<file path="src/rtl/hport_pkg.sv">
package hport_pkg;
   localparam int unsigned F_EN     = 0;
   localparam int unsigned F_ENCHG  = 1;
   localparam int unsigned F_OCACT  = 2;
   localparam int unsigned F_OCCHG  = 3;
   localparam int unsigned F_RESUME = 4;
   localparam int unsigned FIELD_SPAN = 5;
   localparam int unsigned LANE_W = 8;

   typedef struct packed {
      logic resume;
      logic oc_chg;
      logic oc_act;
      logic en_chg;
      logic en;
   } hport_fields_t;
endpackage

</file>
<file path="src/rtl/hport_resume_ctl.sv">
module hport_resume_ctl (
   input  logic clk,
   input  logic rst_n,
   input  logic sw_wr,
   input  logic sw_val,
   input  logic suspended,
   input  logic jk_det,
   input  logic hs_ack,
   output logic resume_bit,
   output logic drive_k,
   output logic pcd_pulse
);
   logic rs_q, exit_q, pcd_q;
   logic sw_set, hw_set, sw_clr;

   assign sw_set = sw_wr & sw_val;
   assign hw_set = jk_det & suspended & ~rs_q & ~sw_set;
   assign sw_clr = sw_wr & ~sw_val & rs_q & ~exit_q;

   always_ff @(posedge clk) begin
      if (!rst_n) begin
         rs_q   <= 1'b0;
         exit_q <= 1'b0;
         pcd_q  <= 1'b0;
      end else begin
         pcd_q <= hw_set;
         if (sw_set || hw_set) begin
            rs_q   <= 1'b1;
            exit_q <= 1'b0;
         end else if (sw_clr) begin
            exit_q <= 1'b1;
         end else if (exit_q && hs_ack) begin
            rs_q   <= 1'b0;
            exit_q <= 1'b0;
         end
      end
   end

   assign resume_bit = rs_q;
   assign drive_k    = rs_q & ~exit_q;
   assign pcd_pulse  = pcd_q;

   // a change-detect request only follows a J-to-K event seen while suspended
   a_r3_pcd_cause: assert property (@(posedge clk) disable iff (!rst_n)
      pcd_pulse |-> $past(jk_det && suspended));
   // the request lasts one cycle
   a_r3_pcd_single: assert property (@(posedge clk) disable iff (!rst_n)
      pcd_pulse |=> !pcd_pulse);
   // software-started resume never raises the request
   a_r2_no_pcd_sw: assert property (@(posedge clk) disable iff (!rst_n)
      sw_set |=> !pcd_pulse);
   // K stops at once when software asks to leave resume
   a_r4_k_off: assert property (@(posedge clk) disable iff (!rst_n)
      (sw_wr && !sw_val && resume_bit) |=> !drive_k);
   // the bit keeps reading 1 until the idle acknowledgement
   a_r4_hold: assert property (@(posedge clk) disable iff (!rst_n)
      (resume_bit && !drive_k && !hs_ack) |=> resume_bit);
endmodule

</file>
<file path="src/rtl/hport_oc_track.sv">
module hport_oc_track (
   input  logic clk,
   input  logic rst_n,
   input  logic oc_in,
   input  logic chg_clr,
   output logic oc_active,
   output logic oc_change
);
   logic oca_q, occ_q;

   always_ff @(posedge clk) begin
      if (!rst_n) begin
         oca_q <= 1'b0;
         occ_q <= 1'b0;
      end else begin
         oca_q <= oc_in;
         if (oc_in != oca_q) occ_q <= 1'b1;
         else if (chg_clr)   occ_q <= 1'b0;
      end
   end

   assign oc_active = oca_q;
   assign oc_change = occ_q;

   // the active bit tracks the sense input with one cycle of lag
   a_r5_follow: assert property (@(posedge clk) disable iff (!rst_n)
      1'b1 |=> (oc_active == $past(oc_in)));
   // every change of the active bit leaves the change flag set
   a_r6_flag_on_edge: assert property (@(posedge clk) disable iff (!rst_n)
      (oc_active != $past(oc_active)) |-> oc_change);
endmodule

</file>
<file path="src/rtl/hport_enable_ctl.sv">
module hport_enable_ctl #(
   parameter bit OC_AUTO_DISABLE = 1'b1
) (
   input  logic clk,
   input  logic rst_n,
   input  logic sw_wr,
   input  logic sw_en_val,
   input  logic chg_clr,
   input  logic eof2_err,
   input  logic oc_active,
   output logic port_en,
   output logic en_change
);
   logic en_q, chg_q, oc_block, err_off;

   generate
      if (OC_AUTO_DISABLE) begin : g_oc_gate
         assign oc_block = oc_active;
         // an overcurrent reading forces the port off on the next cycle
         a_r7_oc_off: assert property (@(posedge clk) disable iff (!rst_n)
            oc_active |=> !port_en);
      end else begin : g_oc_free
         assign oc_block = 1'b0;
      end
   endgenerate

   assign err_off = eof2_err & en_q;

   always_ff @(posedge clk) begin
      if (!rst_n) begin
         en_q  <= 1'b0;
         chg_q <= 1'b0;
      end else begin
         if (err_off)       en_q <= 1'b0;
         else if (oc_block) en_q <= 1'b0;
         else if (sw_wr)    en_q <= sw_en_val;

         if (err_off)      chg_q <= 1'b1;
         else if (chg_clr) chg_q <= 1'b0;
      end
   end

   assign port_en   = en_q;
   assign en_change = chg_q;

   // the change flag only rises after an error strobe on an enabled port
   a_r8_chg_cause: assert property (@(posedge clk) disable iff (!rst_n)
      $rose(en_change) |-> $past(eof2_err && port_en));
   // the error strobe on an enabled port takes the port down
   a_r8_err_off: assert property (@(posedge clk) disable iff (!rst_n)
      (eof2_err && port_en) |=> (!port_en && en_change));
endmodule

</file>
<file path="src/rtl/hport_status_reg.sv">
module hport_status_reg #(
   parameter int unsigned DATA_W          = 32,
   parameter bit          OC_AUTO_DISABLE = 1'b1
) (
   input  logic                  clk,
   input  logic                  rst_n,
   input  logic                  wr_en_i,
   input  logic [DATA_W-1:0]     wr_data_i,
   input  logic [DATA_W/8-1:0]   wr_strb_i,
   output logic [DATA_W-1:0]     rd_data_o,
   input  logic                  suspended_i,
   input  logic                  jk_det_i,
   input  logic                  oc_in_i,
   input  logic                  eof2_err_i,
   input  logic                  hs_idle_ack_i,
   output logic                  drive_resume_k_o,
   output logic                  port_disable_o,
   output logic                  pcd_pulse_o
);
   import hport_pkg::*;

   localparam int unsigned STRB_W = DATA_W / LANE_W;
   localparam int unsigned PAD_W  = DATA_W - LANE_W;

   initial begin
      a_cfg_width: assert (DATA_W >= LANE_W && (DATA_W % LANE_W) == 0)
         else $error("DATA_W must be a nonzero multiple of %0d", LANE_W);
      a_cfg_span: assert (FIELD_SPAN <= LANE_W)
         else $error("fields do not fit in one byte lane");
   end

   logic               lane0_wr;
   logic [LANE_W-1:0]  lane0_d;
   logic [LANE_W-1:0]  lane0_rd;
   hport_fields_t      fld;

   assign lane0_wr = wr_en_i & wr_strb_i[0];
   assign lane0_d  = wr_data_i[LANE_W-1:0];

   hport_resume_ctl u_resume (
      .clk        (clk),
      .rst_n      (rst_n),
      .sw_wr      (lane0_wr),
      .sw_val     (lane0_d[F_RESUME]),
      .suspended  (suspended_i),
      .jk_det     (jk_det_i),
      .hs_ack     (hs_idle_ack_i),
      .resume_bit (fld.resume),
      .drive_k    (drive_resume_k_o),
      .pcd_pulse  (pcd_pulse_o)
   );

   hport_oc_track u_oc (
      .clk       (clk),
      .rst_n     (rst_n),
      .oc_in     (oc_in_i),
      .chg_clr   (lane0_wr & lane0_d[F_OCCHG]),
      .oc_active (fld.oc_act),
      .oc_change (fld.oc_chg)
   );

   hport_enable_ctl #(
      .OC_AUTO_DISABLE (OC_AUTO_DISABLE)
   ) u_enable (
      .clk       (clk),
      .rst_n     (rst_n),
      .sw_wr     (lane0_wr),
      .sw_en_val (lane0_d[F_EN]),
      .chg_clr   (lane0_wr & lane0_d[F_ENCHG]),
      .eof2_err  (eof2_err_i),
      .oc_active (fld.oc_act),
      .port_en   (fld.en),
      .en_change (fld.en_chg)
   );

   always_comb begin
      lane0_rd = '0;
      lane0_rd[F_EN]     = fld.en;
      lane0_rd[F_ENCHG]  = fld.en_chg;
      lane0_rd[F_OCACT]  = fld.oc_act;
      lane0_rd[F_OCCHG]  = fld.oc_chg;
      lane0_rd[F_RESUME] = fld.resume;
   end

   generate
      if (STRB_W > 1) begin : g_wide
         assign rd_data_o = {{PAD_W{1'b0}}, lane0_rd};
      end else begin : g_narrow
         assign rd_data_o = lane0_rd;
      end
   endgenerate

   assign port_disable_o = ~fld.en;

   // a write whose lane-0 strobe is low cannot clear the overcurrent flag
   a_r10_lane_gate: assert property (@(posedge clk) disable iff (!rst_n)
      (wr_en_i && !wr_strb_i[0] && fld.oc_chg) |=> fld.oc_chg);
   // disable output mirrors the enable field at all times
   a_r1_disable_pin: assert property (@(posedge clk) disable iff (!rst_n)
      port_disable_o == !rd_data_o[F_EN]);
endmodule

</file>
<file path="config.mk">
export PLATFORM = sky130hd
export DESIGN_NAME = hport_status_reg
export DESIGN_NICKNAME = d
export VERILOG_FILES = /design/src/rtl/hport_pkg.sv /design/src/rtl/hport_resume_ctl.sv /design/src/rtl/hport_oc_track.sv /design/src/rtl/hport_enable_ctl.sv /design/src/rtl/hport_status_reg.sv
export SDC_FILE = /design/constraint.sdc
export NUM_CORES = 1
export LEC_CHECK = 0
export ABC_AREA = 1
export BUFFER_PORTS_ARGS = -buffer_cell sky130_fd_sc_hd__buf_2
export CORE_ASPECT_RATIO = 1.5
export CORE_MARGIN = 2
export CORE_UTILIZATION = 26
export DETAILED_ROUTE_END_ITERATION = 7
export PLACE_DENSITY = 0.73
export SKIP_CTS_REPAIR_TIMING = 1
export SKIP_LAST_GASP = 1
export SLEW_MARGIN = 10
export SYNTH_ARGS = -nofsm -noshare
export SYNTH_HDL_FRONTEND = slang
export SYNTH_SLANG_ARGS = --single-unit
</file>
<file path="constraint.sdc">
create_clock -name clk -period 0.8 [get_ports clk]
set_input_delay 0.04 -clock clk [delete_from_list [all_inputs] [get_ports clk]]
set_output_delay 0.04 -clock clk [all_outputs]
set_load 0.02 [all_outputs]
</file>
**After elaboration in Yosys (flattened, before gate mapping)**

Index checks and enable logic that the tools add are counted.

- Register bits after elaboration: 7
- Input port bits: 44
- Output and inout port bits: 35
- Word-level logic and storage cells: 44

- Equal/unequal tests: 2
- Mux-type cells: 8
- Bitwise gates (word level): 18
- Reduce and logical (&&, ||, !) cells: 9

Operators with widths:

| kind | number |
|---|---|
| 1-bit AND | 12 |
| 1-bit 2-to-1 mux | 8 |
| 2-bit nonzero test | 4 |
| 1-bit NOT | 6 |
| 3-bit OR reduction | 1 |
| 2-bit != test, second input constant | 1 |
| 2-bit AND reduction | 1 |
| 2-bit OR reduction | 1 |
| 1-bit logical AND | 1 |
| 1-bit logical OR | 1 |
| 1-bit != test | 1 |

**Logic depth before layout (Yosys ltp)**

Gate-level depths: netlist (run 1).

- Depth in word-level cells: 7
- Depth in mapped cells: 5

**By module**

From an unflattened synthesis (run 1), not the netlist that was laid out.

- Cells, all modules: 88
- Area, all modules: 559.3 um^2

By module, submodules not included:

| module | times used | cells each | area an instance (um^2) | seq. area each (um^2) |
|---|---|---|---|---|
| hport_status_reg | 1 | 35 | 232.7 | 0.0 |
| hport_resume_ctl | 1 | 25 | 147.6 | 60.1 |
| hport_enable_ctl | 1 | 15 | 96.3 | 40.0 |
| hport_oc_track | 1 | 13 | 82.6 | 40.0 |

**Worst setup path before layout (run 1)**

OpenSTA, ideal clock, no wires.

- Path kind: register to register
- Start: register u_resume.rs_q, in the netlist u_resume.resume_bit
- End: register u_resume.exit_q
- Data arrival time: 743 ps
- Required time: 734 ps
- Slack: -9 ps
- Stages on the path, launching flop included: 5
- Path buffers: 0
- Clock period less this slack: 809 ps
- Cells stage by stage: dfxtp_1 -> inv_2 -> nor2_4 -> nand3_1 -> a21oi_2

- Cells in the longest elaborated chain, start to end: 5

Ends and longest elaborated chain:

| element | line | text |
|---|---|---|
| start: declaration | hport_resume_ctl.sv:13 | `logic rs_q, exit_q, pcd_q;` |
| start signal: assignment | hport_resume_ctl.sv:22 | `rs_q <= 1'b0;` |
| start signal: assignment | hport_resume_ctl.sv:28 | `rs_q <= 1'b1;` |
| start signal: assignment | hport_resume_ctl.sv:33 | `rs_q <= 1'b0;` |
| 1-bit NOT | hport_resume_ctl.sv:17 | `assign hw_set = jk_det & suspended & ~rs_q & ~sw_set;` |
| 1-bit AND (2 in series) | hport_resume_ctl.sv:17 |  |
| 1-bit logical OR | hport_resume_ctl.sv:27 | `if (sw_set \|\| hw_set) begin` |
| 2-bit OR reduction (no line) | -- |  |
| end signal: assignment | hport_resume_ctl.sv:23 | `exit_q <= 1'b0;` |
| end signal: assignment | hport_resume_ctl.sv:29 | `exit_q <= 1'b0;` |
| end signal: assignment | hport_resume_ctl.sv:31 | `exit_q <= 1'b1;` |
| end: declaration | hport_resume_ctl.sv:13 |  |

Parallel ways exist; a longest one is shown, timed or not.
A chain may end at the register's enable or synchronous reset.

**Final worst setup path (run 1)**

- Start: register u_resume.rs_q, in the netlist u_resume.resume_bit
- End: output drive_resume_k_o

- Cells in the longest elaborated chain, start to end: 1

Ends and longest elaborated chain:

| element | line | text |
|---|---|---|
| 1-bit AND | hport_resume_ctl.sv:40 | `assign drive_k = rs_q & ~exit_q;` |
| end: declaration | hport_status_reg.sv:16 | `output logic drive_resume_k_o,` |

No other way between the ends.

==> results of run 1 <==
[stage by stage]
step / cells / util, %
after floorplan: 102 / -
after global placement: 112 / 27.0
after detailed placement: 112 / 27.0
after CTS: 116 / 28.3
after global routing: 119 / 31.7
final: 119 / 31.7
[sequential cells by signal (all words and copies together), names as in the netlist]
signal               flops
u_enable.en_change       1
u_enable.port_en         1
u_oc.oc_active           1
u_oc.oc_change           1
u_resume.exit_q          1
u_resume.pcd_pulse       1
u_resume.resume_bit      1
[kinds of logic (layout without fill, tap and decap cells)]
logic type	count (synthesis)	count (layout)	share of synthesized area, %
compound gates	6	6	6.76
xor+xnor	1	1	1.58
other cells	1	27	0.675
buf+inv	42	37	50.0
simple gates	19	19	15.8
flops	7	7	25.2
[cell type report]
type / count / area, sq um
Sequential cell: 7 / 150
Inverter: 10 / 37.5
Timing Repair Buffer: 23 / 161
Fill cell: 236 / 1380
Clock buffer: 4 / 26.3
Tap cell: 22 / 27.5
Multi-Input combinational cell: 53 / 240
[cell usage in the layout (no fill, tap or decap), types with 3 or more instances in the layout]
| master | count |
|---|---|
| nand3_1 | 4 |
| dfxtp_2 | 5 |
| nand2_1 | 11 |
| inv_1 | 7 |
| conb_1 | 27 |
| inv_2 | 3 |
| buf_2 | 13 |
| buf_4 | 4 |
| clkbuf_4 | 3 |
| buf_6 | 5 |
[worst register-to-register path: stages, from the launching register on]
cell and delay (ns):
dfxtp_2 0.34, inv_2 0.05, nand3_1 0.10, nand3_1 0.08, nand2_1 0.06, inv_1 0.03
[worst max path at each step]
stage / startpoint / to / slack (ns)
finish: u_resume.resume_bit / drive_resume_k_o / -0.09
global route: u_resume.resume_bit / drive_resume_k_o / -0.15
CTS: u_resume.resume_bit / drive_resume_k_o / -0.16
detailed placement: u_resume.exit_q / u_resume.resume_bit / 0.02
global placement: u_resume.exit_q / u_resume.resume_bit / 0.03
floorplan: u_resume.resume_bit / u_resume.exit_q / 0.01
[power groups by stage]
stage          combinational [mW]  clock, mW  sequential [mW]
4_1_cts                     0.264      0.354            0.380
6_report                    0.300      0.324            0.381
2_1_floorplan               0.319          0            0.388
5_1_grt                     0.324      0.385            0.383
3_5_place_dp                0.263          0            0.387
3_3_place_gp                0.261          0            0.386
[routing by layer]
| layer | part of all wire, % | vias up | global-route usage (%) |
|---|---|---|---|
| li1 | - | 211 | - |
| met1 | 38 | 172 | 6.86 |
| met2 | 49 | 32 | 10.9 |
| met3 | 12 | 0 | 3.87 |
| met4 | 0 | 0 | 4.15 |
| met5 | 0 | - | 0 |
==> impl_summary.md, run 1 <==
Final layout
The finished layout cell area is 643 sq um. The number of nets in the finished design is 142. The synthesis-to-layout area growth is 15.8%.

The total inserted antenna cells is 0. The fraction of final layout cells with drive strength greater than 1 is 40.2%.

Route
For this run, design rule violations remaining after detail routing come to 0. The detailed router's first-iteration violation count is 5. The detailed-route wire length per cell is 7.30 microns. The number of vias after detailed routing is 415. Before antenna repair, the detailed router went through 3 iterations. Wires add up to 869 microns.

The via count normalized by instance count is 3.49. The detail route stage leaves a number of antenna-violating nets equal to 0.

Critical path
The logic depth of the worst path, buffers included is 3. The endpoint class of the critical path is an output port. Of all nets on the critical path, the largest fanout is 3. The number of buffers and inverters on the critical path is 2. The data required time at the worst endpoint is 0.76 ns. The critical path's slowest cell is dfxtp_2. The capturing point of the worst reg2reg path is u_resume.resume_bit. The critical path is of the flop to output port type. The critical path's top delay family is flip-flops. The cell depth of the worst flop-to-flop path is 5. In this run the critical register-to-register path is launched from u_resume.resume_bit.

Walking the worst path, the cells encountered are inv_2 -> nor2_4 -> buf_6. For flop-to-flop paths, the worst setup slack is 0.04 ns. The worst stage delay on the critical path is 0.34 ns.

The element type at the critical path start is a flop. Data on the critical path arrives at its endpoint at 0.85 ns.

Power
The internal portion of the total power is 0.652 mW. Of the total power, the clock network draws 32.3%. The design draws 1.01 mW. Per report_power, the combinational group accounts for 29.8% of the total. The part of the total power dissipated in sequential elements is 37.9%.

The power density normalized to cell area is 1560 nW/um^2. In this run switching power makes up 35.1% of total power. IR analysis of the VDD net gives a maximum drop of 872 uV. The net switching power figure is 0.353 mW. The leakage power summed over all cells is 0.367 nW.

STA
Clock skew on the completed layout was measured at 0.00833 ns. Setup repair after global routing could not meet its margin everywhere. The least setup slack across all paths after layout is -0.0928 ns. The final number of hold-violating endpoints is 0. Adding up every negative setup slack in the final design gives -0.155 ns. The max-slew violation count is 0. The worst hold slack is 0.0307 ns. The timing-limited maximum frequency is 1.12 GHz. The final critical-path required period is 0.893 ns. Setup violations remaining at the end of the flow were counted as 3. The share of the clock period used by the worst path is 112%.

Floorplan
The core box area is 2030 sq um. The overall die height is 60.6 microns. During I/O placement, the number of pins put on the boundary was 79.

In this run the core area contains 20 standard-cell rows. The die is 41.7 microns wide. The initial cell density of the core is 27.4%. The floorplan step defined a die boundary enclosing 2530 sq um.

Place
The congestion estimate from routability-driven global placement came to 0.688. Timing analysis after detailed placement gives a worst setup slack of 0.0249 ns. The cell area reported after detailed placement is 547 sq um. The count of buffers inserted at the top-level ports is 20. The HPWL after detailed placement is 731 microns.

Worst hold path
For hold timing, the worst endpoint is u_enable.port_en. The hold path startpoint is wr_data_i[0]. The tightest min-delay check is of the primary input to flop type. Counting instances, the worst hold path has a depth of 3.

Synth
In the synthesized netlist the async set-or-reset flop fraction comes to 0%. The cell type with the highest aggregate area in the netlist is buf_4. Of the post-synthesis cell area, the dominant cell type holds 43.2%.

The per-instance average area after synthesis is 7.31 sq um. In the post-synthesis netlist, the biggest area contributors are buf_4 (43%), dfxtp_1 (25%), nand2_1 (7.4%). In this run, synthesis produced a sequential element count of 7. The number of instances in the synthesized netlist is 76. The flip-flop cell with the highest count after synthesis is dfxtp_1. The sequential element share of the synthesized area is 25.2%. In this run, synthesis inferred 0 flip-flops with an integrated enable.

The number of unique standard cell types used by synthesis is 14. In the synthesized netlist, the cells that appear most often are buf_4 (32), nand2_1 (11), inv_1 (8). buf_4 is the most common cell in the netlist. The synthesized cell area is 556 sq um.

The synthesis warning total is 0.

Global routing
For this run the aggregate overflow at the end of global routing stands at 0. The first global-routing pass estimated 1.19 mm of wire. The global routing usage summed across all routing layers is 6.79%.

The initial antenna violation count came to 0. Entering global routing, the biggest net connects 6 pins. The number of global-route vias before repair is 306.

CTS
The clock reaches the later pin of the worst-skew pair after 0.25 ns. The TritonCTS buffer count is 3. The root buffer cell chosen for the clock tree is clkbuf_4.

The number of H-tree levels is 1. The TritonCTS clock tree is yes. The number of clock sinks is 7. The clock-pin slew reported for the worst setup and hold paths after clock tree synthesis is 0.06 ns. Counting along the longest clock path gives a buffer depth of 2.

Outcome
The flow ran to the end, but the final reports show violations. The final reports fail on negative setup slack.

Run
The number of max-cap violations is 0.
Power figures use the tool's default switching activity.
==> run 2: changes to the inputs <==
- ABC_AREA: 1 -> default
- PLACE_DENSITY: 0.73 -> 0.83
==> run 2 against run 1 <==
Effect of this change:
- the run ends with negative hold slack, negative setup slack left
- hold slack lost 0.043 ns
- global-route usage is 0.48 points higher
- final area down 4.7%
- wire length up 1.6%
- critical path depth shrank 1
- synthesized area fell by 1.8%
- largest power group unchanged
==> impl_summary.md, run 2 <==
Outcome
The flow ran to the end, but the final reports show violations. The final reports fail on negative hold slack, negative setup slack.

Synth
The most common cell in the synthesized netlist is buf_4. The proportion of synthesized flip-flops having asynchronous set or reset is 0%. After synthesis, the most frequently instantiated cells are buf_4 (32), dfxtp_1 (7), nand3_1 (3), nor2_1 (3). The flop and latch count out of synthesis is 7. The number of instances in the synthesized netlist is 65. The cell type with the highest aggregate area in the netlist is buf_4. The number of enable flip-flop cells after synthesis is 0. After synthesis, the netlist uses 22 different library cells. The synthesized design devotes to its leading area cell type 44.0% of total area. The cell area that synthesis handed to floorplanning was 546 sq um. The flip-flop cell with the highest count after synthesis is dfxtp_1.

Sequential elements use 25.7% of the synthesized area. In the post-synthesis netlist, the biggest area contributors are buf_4 (44%), dfxtp_1 (26%), nand3_1 (2.8%). The Yosys step of the flow raised 0 warnings.

In this run the mean area of a mapped cell was 8.39 sq um.

Critical path
The worst setup path is of the flop to output port kind. The critical path's top delay family is flip-flops. The worst setup path is captured at an output port. The largest individual stage delay along the critical path comes from the cell dfxtp_4. The critical-path maximum fanout is 5. The worst stage delay on the critical path is 0.36 ns. For the worst setup path, the data arrival time is 0.88 ns.

In this run the register-to-register setup slack is -0.06 ns. The worst setup path is launched from a flop. The signal on the critical path passes through nor2b_4 -> buf_6. Counting both buffers and inverters, the worst setup path holds a total of 1. The data required time at the worst endpoint is 0.76 ns.

STA
The final number of hold-violating endpoints was 1. Of the available clock period, the critical path in the final layout requires 116%. Across all hold checks on the routed design, the worst slack comes to -0.0126 ns. The least setup slack across all paths after layout is -0.125 ns. The final critical-path required period is 0.925 ns. The worst clock skew is 0.0000970 ns. Setup repair after global routing could not meet its margin everywhere. The setup-violating endpoint count in the final report is 4.

The max-slew violation count is 0. The timing-limited maximum frequency is 1.08 GHz.

Place
The count of buffers inserted at the top-level ports is 20. The routability congestion estimate is 0.792. The number of cells in the design after placement is 102. The post-DP HPWL is 752 microns.

Before CTS, the worst setup slack after placement is -0.0368 ns.

Power
The analysis attributes to cell leakage a power of 0.325 nW. The power density normalized to cell area is 1610 nW/um^2. The overall power of the completed layout is 0.989 mW. The maximum ir drop on the vdd rail is 697 uV.

Final layout
The total inserted antenna cells is 0. The number of nets in the finished design is 129. Cells fill 30.6% of the core in the end. The top cell types in the final layout, fill and taps aside, are conb_1 (27), buf_2 (13), buf_6 (5). The number of cells in the finished layout apart from fillers is 106. The synthesis-to-layout area growth is 12.4%.

The fraction of final layout cells with drive strength greater than 1 is 40.5%. The library cell used most frequently in the layout, excluding fill and tap cells, is conb_1.

CTS
The clock latency of the later-clocked register in the worst-skew pair is 0.25 ns. The number of clock sinks is 7. The TritonCTS buffer count is 3.

CTS built an H-tree with a depth of 1. Clock-pin slew was measured on the worst setup and hold paths at 0.05 ns. The TritonCTS clock tree is yes. The root buffer cell chosen for the clock tree is clkbuf_4.

In this run the deepest clock path goes through 2 buffers.

Route
For this block, the via count after detailed routing is 387. The final wirelength is 883 microns. After detailed routing, the average wire length per cell comes to 8.33 microns.

The post-route antenna net violation count is 0. The first TritonRoute pass finished after 3 iterations. The final routed DRC violation total is 0. The detailed router's first-iteration violation count is 1.

The via count normalized by instance count is 3.65.

Floorplan
The overall die height is 60.1 microns. The die area is 2490 sq um. The number of primary I/O pins is 79. The initial utilization of the core area, before any placement, comes to 27.2%.

The die is 41.4 microns wide. The number of core rows is 20. The core region is 2000 sq um.

Worst hold path
The path category of the worst min-delay check is primary input to flop.

Run
The number of max-cap violations is 0.

Global routing
Entering global routing, the biggest net connects 6 pins. The global routing usage summed across all routing layers is 7.27%. The first global-routing pass estimated 1.29 mm of wire. The total overflow left after global routing is 0. The initial antenna violation count came to 0. The number of global-route vias before repair came to 338.
## run 2: layout make-up
class,instances,area [sq um]
Fill cell,220,1390
Multi-Input combinational cell,49,251
Sequential cell,7,153
Timing Repair Buffer,21,144
Tap cell,22,27.5
Clock buffer,4,26.3
Inverter,3,11.3
## run 2: path summary, 6_finish.rpt
kind	from	end	cells after the start
hold / removal	eof2_err_i	u_enable.port_en	2
setup reg to reg	u_resume.resume_bit	u_resume.exit_q	3
setup / recovery	u_resume.resume_bit	drive_resume_k_o	2
hold reg to reg	u_oc.oc_active	u_enable.port_en	1
## run 2: metrics by stage
stage / setup TNS (ns) / instance area, sq um
finish: -0.286 / 613
detailed placement: -0.0393 / 539
CTS: -0.615 / 566
global placement: 0 / 539
floorplan: -0.0349 / 644
global route: -0.496 / 613
## run 2: per-layer routing
layer	global-route usage [%]	vias up	wire [microns]
met3	3.93	2	132
met2	13.2	36	452
met5	0	-	0
met4	4.15	0	9
met1	6.32	161	288
li1	-	188	-
## run 2: cells by family (layout without fill, tap and decap cells)
| logic type | after synthesis | count (layout) | share of synthesized area [%] |
|---|---|---|---|
| AO/OA/AOI/OAI | 7 | 7 | 10.3 |
| XOR/XNOR | 1 | 1 | 1.61 |
| buffers and inverters | 35 | 28 | 46.1 |
| flip-flops | 7 | 7 | 25.7 |
| multiplexers | 1 | 1 | 1.83 |
| AND/OR/NAND/NOR | 13 | 13 | 13.8 |
| other | 1 | 27 | 0.687 |
## run 2: report_power, final
group / internal (mW) / switching, mW / total (mW) / leakage (nW)
sequential: 0.365 / 0.0168 / 0.382 / 0.0599
clock: 0.190 / 0.126 / 0.316 / 0.0150
combinational: 0.0931 / 0.199 / 0.292 / 0.250
==> run 3: changes to the inputs <==
- TNS_END_PERCENT: default -> 10
==> run 3 against run 2 <==
Effect of this change:
- the flow still finishes with violations (negative hold slack, negative setup slack)
- non-clock buffer count is the same
- first-iteration DRC count is the same
- clock power shrank 2%
- global-route usage is the same
- via count grew 0.78%
- worst setup slack lost 0.0019 ns
- highest routed layer unchanged
- maximum frequency shrank 0.20%
- critical path depth is the same
==> impl_summary.md, run 3 (synthesis results as in run 2) <==
Critical path
At the worst endpoint, the required time is 0.76 ns. The kind of critical path is flop to output port. Data arrives at the worst endpoint at 0.89 ns. The endpoint class of the critical path is an output port.

The critical-path maximum fanout is 5. The reg-to-reg setup timing slack is -0.06 ns. The worst setup path is launched from a flop.

Final layout
The library cells used most frequently in the layout, excluding fill and tap cells, are conb_1 (27), buf_2 (19), dfxtp_1 (5). Leaving out fill and tap cells, the most frequent cell in the layout is conb_1. The number of nets in the finished design is 129.

The fraction of final layout cells with drive strength greater than 1 is 36.9%. The repair_antennas step left the layout with diodes totalling 0. Relative to the synthesized area, the layout overhead comes to 5.50%. The core utilization of the finished layout is 28.7%.

Floorplan
The overall die height is 60.1 microns. The number of core rows is 20. After floorplanning, the core was sized to cover 2000 sq um. The number of primary I/O pins is 79. Measured along the x axis, the die boundary spans 41.4 microns. The die covers 2490 sq um. The initial cell density of the core is 27.2%.

Place
In this run the tool buffered the top-level ports with 20 buffer cells. The routability congestion estimate is 0.792. Detailed placement ended at an HPWL of 752 microns.

Power
Power spread over the standard cell area amounts to 1680 nW/um^2. For this design the static power due to leakage is 0.316 nW. The worst-case IR drop observed on VDD is 675 uV.

Route
The number of vias after detailed routing is 390. In the routed design, unresolved DRC markers number 0. Before antenna repair, the detailed router went through 4 iterations. Detailed routing placed a total of 411 microns of wire on met2. The final layout contains routed wiring with a total length of 854 microns. The amount of wire on met3 after detailed routing is 148 microns. The top routing layer in use is met4.

The via count normalized by instance count is 3.68. After the first detailed-routing iteration, the DRC count stood at 1. The count of nets left with antenna violations once routing finished came out at 0. The wire length on met1 is 285 microns. Dividing the detail-routed wire length by the instance count gives 8.06 microns.

STA
The max-slew violation count was 0. The worst clock skew is 0.0000404 ns. The final critical-path required period is 0.927 ns.

The setup-violating endpoint count in the final report is 6. The final critical path takes up 116% of the cycle. The final number of hold-violating endpoints was 1. In the post-route analysis, the smallest setup slack over all paths is -0.127 ns. Derived from the worst setup path, the maximum achievable clock frequency is 1.08 GHz. On the final layout, the worst hold slack is -0.00852 ns. Setup repair after global routing could not meet its margin everywhere.

Global routing
The number of global-route vias before repair came to 338. The residual overflow from global routing is 0. Entering global routing, the biggest net connects 6 pins. The first global-routing pass estimated 1.29 mm of wire. The initial antenna violation count was 0.

Global routing used 7.27% of the available tracks.

CTS
The number of clock sinks is 7. The tree is rooted in a clkbuf_4. For the worst-skew pair, the clock arrives at the later sink with an insertion delay of 0.24 ns.

TritonCTS built the clock tree. The TritonCTS buffer count is 3. Clock-pin slew was measured on the worst setup and hold paths at 0.05 ns.

Counting along the longest clock path gives a buffer depth of 2. The number of H-tree levels is 1.

Run
Across the run, the number of max-cap violations was 0.

Outcome
The checks that failed: negative hold slack, negative setup slack. The flow ran to the end, but the final reports show violations.

Worst hold path
The path category of the worst min-delay check is primary input to flop.
==> run 3: cell counts in the layout (fill, tap and decap cells not counted) <==
Identical to the previous run, type by type.
==> run 3: critical path: stages (launching register included) <==
cell and delay (ns):
dfxtp_4 0.36, nor2b_4 0.16, buf_6 0.12
==> run 3: power by group <==
| part | switching [mW] | internal (mW) |
|---|---|---|
| sequential | 0.0154 | 0.369 |
| combinational | 0.198 | 0.0771 |
| clock | 0.121 | 0.190 |
| total | 0.334 | 0.635 |
==> run 3: metrics by stage <==
| stage | std cells | setup slack (ns) | TNS (ns) | power [mW] | area (sq um) |
|---|---|---|---|---|---|
| after global routing | 106 | -0.174 | -0.806 | 1.03 | 576 |
| after global placement | 102 | 0.00648 | 0 | 0.652 | 539 |
| after floorplan | 91 | -0.0349 | -0.0349 | 0.703 | 644 |
| after CTS | 106 | -0.172 | -0.615 | 0.984 | 566 |
| after detailed placement | 102 | -0.0368 | -0.0393 | 0.658 | 539 |
| final | 106 | -0.127 | -0.401 | 0.969 | 576 |
==> run 3: cell type report <==
cell class | instances | area, sq um
Clock buffer | 4 | 26.3
Multi-Input combinational cell | 49 | 251
Fill cell | 229 | 1430
Timing Repair Buffer | 21 | 114
Tap cell | 22 | 27.5
Inverter | 3 | 11.3
Sequential cell | 7 | 145
==> run 3: per-layer routing <==
metal	up-vias	global-route usage, %
li1	190	-
met1	162	6.32
met2	36	13.2
met3	2	3.93
met4	0	4.15
met5	-	0
==> run 3: final timing paths <==
check | start | to | cells after the start
setup / recovery | u_resume.resume_bit | drive_resume_k_o | 2
hold / removal | eof2_err_i | u_enable.port_en | 2
setup reg to reg | u_resume.resume_bit | u_resume.exit_q | 3
hold reg to reg | u_resume.resume_bit | u_resume.pcd_pulse | 1
